[src/rtl/ztsram_pkg.sv]
`timescale 1ns/1ps
package ztsram_pkg;

   typedef enum logic {
      ORD_LINEAR     = 1'b0,
      ORD_INTERLEAVE = 1'b1
   } burst_order_e;

   // Low two address bits of burst beat k, relative to start bits b.
   function automatic logic [1:0] burst_low(input logic [1:0] b,
                                            input logic [1:0] k,
                                            input burst_order_e ord);
      if (ord == ORD_INTERLEAVE) return b ^ k;
      return b + k;
   endfunction

endpackage

[src/rtl/ztsram_lane.sv]
`timescale 1ns/1ps
module ztsram_lane #(
   parameter int AW = 6,
   parameter int BW = 9
) (
   input  logic          clk,
   input  logic          we,
   input  logic [AW-1:0] waddr,
   input  logic [BW-1:0] wdata,
   input  logic [AW-1:0] raddr,
   output logic [BW-1:0] rdata
);
   localparam int DEPTH = 1 << AW;

   logic [BW-1:0] mem [DEPTH];

   always_ff @(posedge clk) begin
      if (we) mem[waddr] <= wdata;
   end

   assign rdata = mem[raddr];
endmodule

[src/rtl/ztsram_burst.sv]
`timescale 1ns/1ps
module ztsram_burst
   import ztsram_pkg::*;
#(
   parameter int AW = 6
) (
   input  logic          clk,
   input  logic          rst_n,
   input  logic          en,
   input  logic          load,
   input  logic          sel,
   input  logic          wr,
   input  logic          sleep,
   input  logic          ilv,
   input  logic [AW-1:0] addr,
   output logic          vld,
   output logic          wr_q,
   output logic [AW-1:0] addr_q
);
   logic [1:0]   base_lo;
   logic [1:0]   cnt;
   logic [1:0]   cnt_nx;
   burst_order_e ord;

   assign cnt_nx = cnt + 2'd1;
   assign ord    = ilv ? ORD_INTERLEAVE : ORD_LINEAR;

   always_ff @(posedge clk or negedge rst_n) begin
      if (!rst_n) begin
         vld     <= 1'b0;
         wr_q    <= 1'b0;
         addr_q  <= '0;
         base_lo <= 2'd0;
         cnt     <= 2'd0;
      end else if (en) begin
         if (load) begin
            vld     <= sel & ~sleep;
            wr_q    <= wr;
            addr_q  <= addr;
            base_lo <= addr[1:0];
            cnt     <= 2'd0;
         end else begin
            vld         <= vld & ~sleep;
            cnt         <= cnt_nx;
            addr_q[1:0] <= burst_low(base_lo, cnt_nx, ord);
         end
      end
   end
endmodule

[src/rtl/ztsram_flow.sv]
`timescale 1ns/1ps
module ztsram_flow #(
   parameter int AW    = 6,
   parameter int NBYTE = 4,
   parameter int BW    = 9
) (
   input  logic                   clk,
   input  logic                   rst_n,
   input  logic                   clk_en,
   input  logic [AW-1:0]          addr,
   input  logic                   burst_cont,
   input  logic                   wr_n,
   input  logic [NBYTE-1:0]       bsel_n,
   input  logic                   cs1_n,
   input  logic                   cs2,
   input  logic                   cs3_n,
   input  logic                   burst_ilv,
   input  logic                   sleep,
   input  logic                   oe_n,
   input  logic [NBYTE*BW-1:0]    dq_in,
   output logic [NBYTE*BW-1:0]    dq_out,
   output logic                   dq_oe
);
   localparam int DW = NBYTE * BW;

   if (AW < 2 || AW > 12) begin : g_bad_aw
      $error("ztsram_flow: AW must lie in 2..12");
   end
   if (NBYTE < 1 || BW < 1) begin : g_bad_word
      $error("ztsram_flow: NBYTE and BW must be positive");
   end

   logic          sel_in;
   logic          acc_vld;
   logic          acc_wr;
   logic [AW-1:0] acc_addr;
   logic          rd_act;
   logic          wr_act;
   logic [DW-1:0] word;

   assign sel_in = ~cs1_n & cs2 & ~cs3_n;

   ztsram_burst #(.AW(AW)) u_burst (
      .clk    (clk),
      .rst_n  (rst_n),
      .en     (clk_en),
      .load   (~burst_cont),
      .sel    (sel_in),
      .wr     (~wr_n),
      .sleep  (sleep),
      .ilv    (burst_ilv),
      .addr   (addr),
      .vld    (acc_vld),
      .wr_q   (acc_wr),
      .addr_q (acc_addr)
   );

   assign wr_act = clk_en & acc_vld & acc_wr;
   assign rd_act = acc_vld & ~acc_wr;

   for (genvar i = 0; i < NBYTE; i++) begin : g_lane
      ztsram_lane #(.AW(AW), .BW(BW)) u_lane (
         .clk   (clk),
         .we    (wr_act & ~bsel_n[i]),
         .waddr (acc_addr),
         .wdata (dq_in[i*BW +: BW]),
         .raddr (acc_addr),
         .rdata (word[i*BW +: BW])
      );
   end

   assign dq_out = rd_act ? word : '0;
   assign dq_oe  = rd_act & ~oe_n;
endmodule

[config.mk]
export PLATFORM = sky130hd
export DESIGN_NAME = ztsram_flow
export DESIGN_NICKNAME = d
export VERILOG_FILES = /design/src/rtl/ztsram_pkg.sv /design/src/rtl/ztsram_lane.sv /design/src/rtl/ztsram_burst.sv /design/src/rtl/ztsram_flow.sv
export SDC_FILE = /design/constraint.sdc
export NUM_CORES = 2
export LEC_CHECK = 0
export ABC_AREA = 1
export BUFFER_PORTS_ARGS = -buffer_cell sky130_fd_sc_hd__clkbuf_2
export CORE_MARGIN = 4
export CORE_UTILIZATION = 45
export CTS_CLUSTER_SIZE = 16
export DETAILED_ROUTE_END_ITERATION = 12
export PLACE_DENSITY = 0.62
export SYNTH_ARGS = -nofsm -noshare
export SYNTH_HDL_FRONTEND = slang
export SYNTH_SLANG_ARGS = --single-unit
[constraint.sdc]
create_clock -name clk -period 2.5 [get_ports clk]
set_input_delay 0.375 -clock clk [delete_from_list [all_inputs] [get_ports clk]]
set_output_delay 0.375 -clock clk [all_outputs]
set_load 0.01 [all_outputs]
==> metrics.txt <==
Clock Pin Slew Worst Setup and Hold Paths=60 ps; CP startpoint=u_burst.addr_q[0]; reg2reg setup slack=-250 ps; DR pass1 iterations=7; number of fill cells=18300; Mapped Nets=9846; endpoints failing setup=471; Root Buffer=clkbuf_16; initial core utilization=45.3%; Core Area=0.217 mm²; Max clock buf depth=3; P per Cell Area=804 mW/mm²; die footprint=0.226 mm²; gr usage total=25.5%; initial DRC count=7302; Die H=475 µm; Seq/Total Area, Yosys=70.7%; largest net degree at the start of global routing=65; remaining antenna violation count=0; fin crit period=3680 ps; CTS tree=built; FP Rows=171; vias per cell=5.20; Remaining DRCs=0; IO Port Bufs=93; Worst-Skew Late Latency=890 ps; violated checks=setup timing; Max-slew headroom=24.5%; total number of vias=70400; achievable frequency=272 MHz; Detailed Place HPWL=185 mm; status=finished, violations left; drt total wl=293 mm; #FFs+latches synth=2316; R2R Path End=g_lane[0].u_lane.mem[30][7]; Yosys cell types=27; total congestion overflow=0; Worst-Margin Slew=1130 ps; critical path arrival=3310 ps; Die W=475 µm; Worst VDD drop=826 µV; worst path required time=2120 ps; crit-path max FO=8; launch point of the worst reg-to-reg path=u_burst.addr_q[0]; r2r worst-path depth=9; Worst Setup End Kind=primary output; post-route cell area=0.119 mm²; Post-Syn Instances=9788; Max-cap violations=0; multi-input logic area=0.0270 mm²; HP Class=input pin to flop; TritonCTS Buffers=231; Hold Vio Cnt, Final=0; Lkg Pwr=50.0 nW; Cell Area, Placed=0.108 mm²; Sink Count=2316; hold slack final=27.3 ps; total number of yosys warnings=0; area grow syn2layout=21.0%; initial antenna violation count=9; GPL Wtd Cong=0.931; CP startpoint kind=flop; final net count=10600; Synth Area per Inst=10.0 µm²; register area=0.0695 mm²; Period Utilization, post-route=147%; Worst setup endpoint=dq_out[23]; PnR worst setup slack=-1180 ps; most frequent cells in the layout=6381 x nand2_1, 2304 x edfxtp_1, 582 x buf_4; Clock Skews=40.2 ps; H-tree level count=4; commonest non-fill, non-tap cell in the layout=nand2_1; Post-Syn Area=0.0983 mm²; top-level I/O count=94; hold_sp=dq_in[33]; crit path kind=flop to primary output; Final Max Slew Viols=0; WL per Instance=21.6 µm; layout cells sized above 1=13.9%; RSZ-0062 raised after global routing=true; vias in the first global route=67600; first-pass GRT wire length=431 mm
==> sequential cells by signal (all words and copies together), names as in the netlist <==
register / cells
u_burst.wr_q: 1
u_burst.base_lo: 2
u_burst.vld: 1
g_lane.u_lane.mem: 2304
u_burst.cnt: 2
u_burst.addr_q: 6
==> worst max-delay path: stages, from the launching register on <==
cell,delay [ps]
dfrtp_4,540
buf_12,160
buf_12,130
clkinv_16,80
buf_12,110
buf_12,120
buf_8,130
nand2_1,50
nand2_1,50
nand2_1,40
nand2_1,70
nand2_1,50
nand2_1,70
nand2_1,80
nand2_2,130
nor2_1,50
buf_4,150
a21oi_1,140
buf_4,150
buf_4,120
==> worst min path at each step <==
stage	endpoint	slack, ps	cells past startpoint
after global placement	u_burst.cnt[0]	390	1
after detailed placement	u_burst.cnt[0]	400	1
after floorplan	u_burst.addr_q[0]	80	0
after global routing	g_lane[3].u_lane.mem[51][6]	30	2
final	g_lane[3].u_lane.mem[51][6]	30	2
after CTS	g_lane[3].u_lane.mem[51][6]	8	2
==> cell type report <==
cell class                      count  area share [%]
Clock buffer                      284            5.13
Multi-Input combinational cell   6931            22.7
Antenna cell                        4         0.00842
Sequential cell                  2316            58.4
Inverter                           32           0.124
Timing Repair inverter              1          0.0253
Clock inverter                    133            1.21
Tap cell                         2854            3.00
Timing Repair Buffer              988            9.38
==> synthesized netlist by cell type <==
library cell | number | share of area [%]
buf_6 | 8 | 0.092
clkbuf_1 | 136 | 0.52
dfrtp_1 | 12 | 0.31
or3b_2 | 1 | 0.0089
inv_2 | 5 | 0.019
or2_1 | 2 | 0.013
nand2_1 | 6497 | 25
buf_8 | 1 | 0.015
o21ai_1 | 7 | 0.036
xnor2_1 | 1 | 0.0089
buf_2 | 314 | 1.6
a21oi_1 | 36 | 0.18
a221oi_1 | 1 | 0.0089
o221ai_1 | 1 | 0.0089
xor2_1 | 2 | 0.018
nand3_1 | 6 | 0.031
nor3_2 | 8 | 0.081
edfxtp_1 | 2304 | 70
ha_1 | 1 | 0.013
o211ai_1 | 8 | 0.061
nor2_4 | 1 | 0.011
buf_1 | 29 | 0.11
inv_1 | 27 | 0.10
nor2_1 | 339 | 1.3
nor2_2 | 10 | 0.064
o21ai_0 | 10 | 0.051
buf_4 | 21 | 0.16
==> cell families (layout without fill, tap and decap cells) <==
family	after synthesis	after routing	synth area share, %
simple gates	6864	6864	26.3
flops	2316	2316	70.7
buf+inv	541	1438	2.62
compound gates	63	63	0.349
xor+xnor	3	3	0.0267
fa+ha+maj	1	1	0.0127
other cells	0	4	0
==> power breakdown <==
part / switching (W) / total [W] / internal (W)
Combinational: 0.0116 / 0.0182 / 0.00654
Sequential: 0.0000588 / 0.0428 / 0.0427
Clock: 0.0147 / 0.0347 / 0.0199
Total: 0.0264 / 0.0956 / 0.0692
==> through the flow <==
stage / utilization (%) / power (W) / std cells / setup WS [ps] / setup TNS [ps]
final: 54.8 / 0.0956 / 13500 / -1180 / -75750
after global routing: 54.8 / 0.0994 / 13500 / -1290 / -104730
after CTS: 54.2 / 0.0953 / 13500 / -1200 / -110080
after detailed placement: 49.8 / 0.0597 / 13000 / -440 / -54080
after global placement: 49.8 / 0.0596 / 13000 / -389 / -30550
after floorplan: - / 0.0527 / 9788 / 325 / 0
==> routing by layer <==
metal	vias up	global-route usage [%]	wire length, µm
met4	6	10.4	12900
met3	560	3.91	23800
met2	2911	41.1	136000
met1	33900	34.9	120000
li1	33100	-	-
met5	-	0	34
==> what timing repair did <==
action                                  in CTS  in global routing
endpoints found under the setup margin     603                830
endpoints found under the hold margin      189                  0
buffers inserted                            21                 27
gates resized for setup                    189                175
cloned                                      25                 18
pin swaps                                   17                 45
hold buffers                                29                  0
Note: power is estimated with default switching activity, not from simulation.
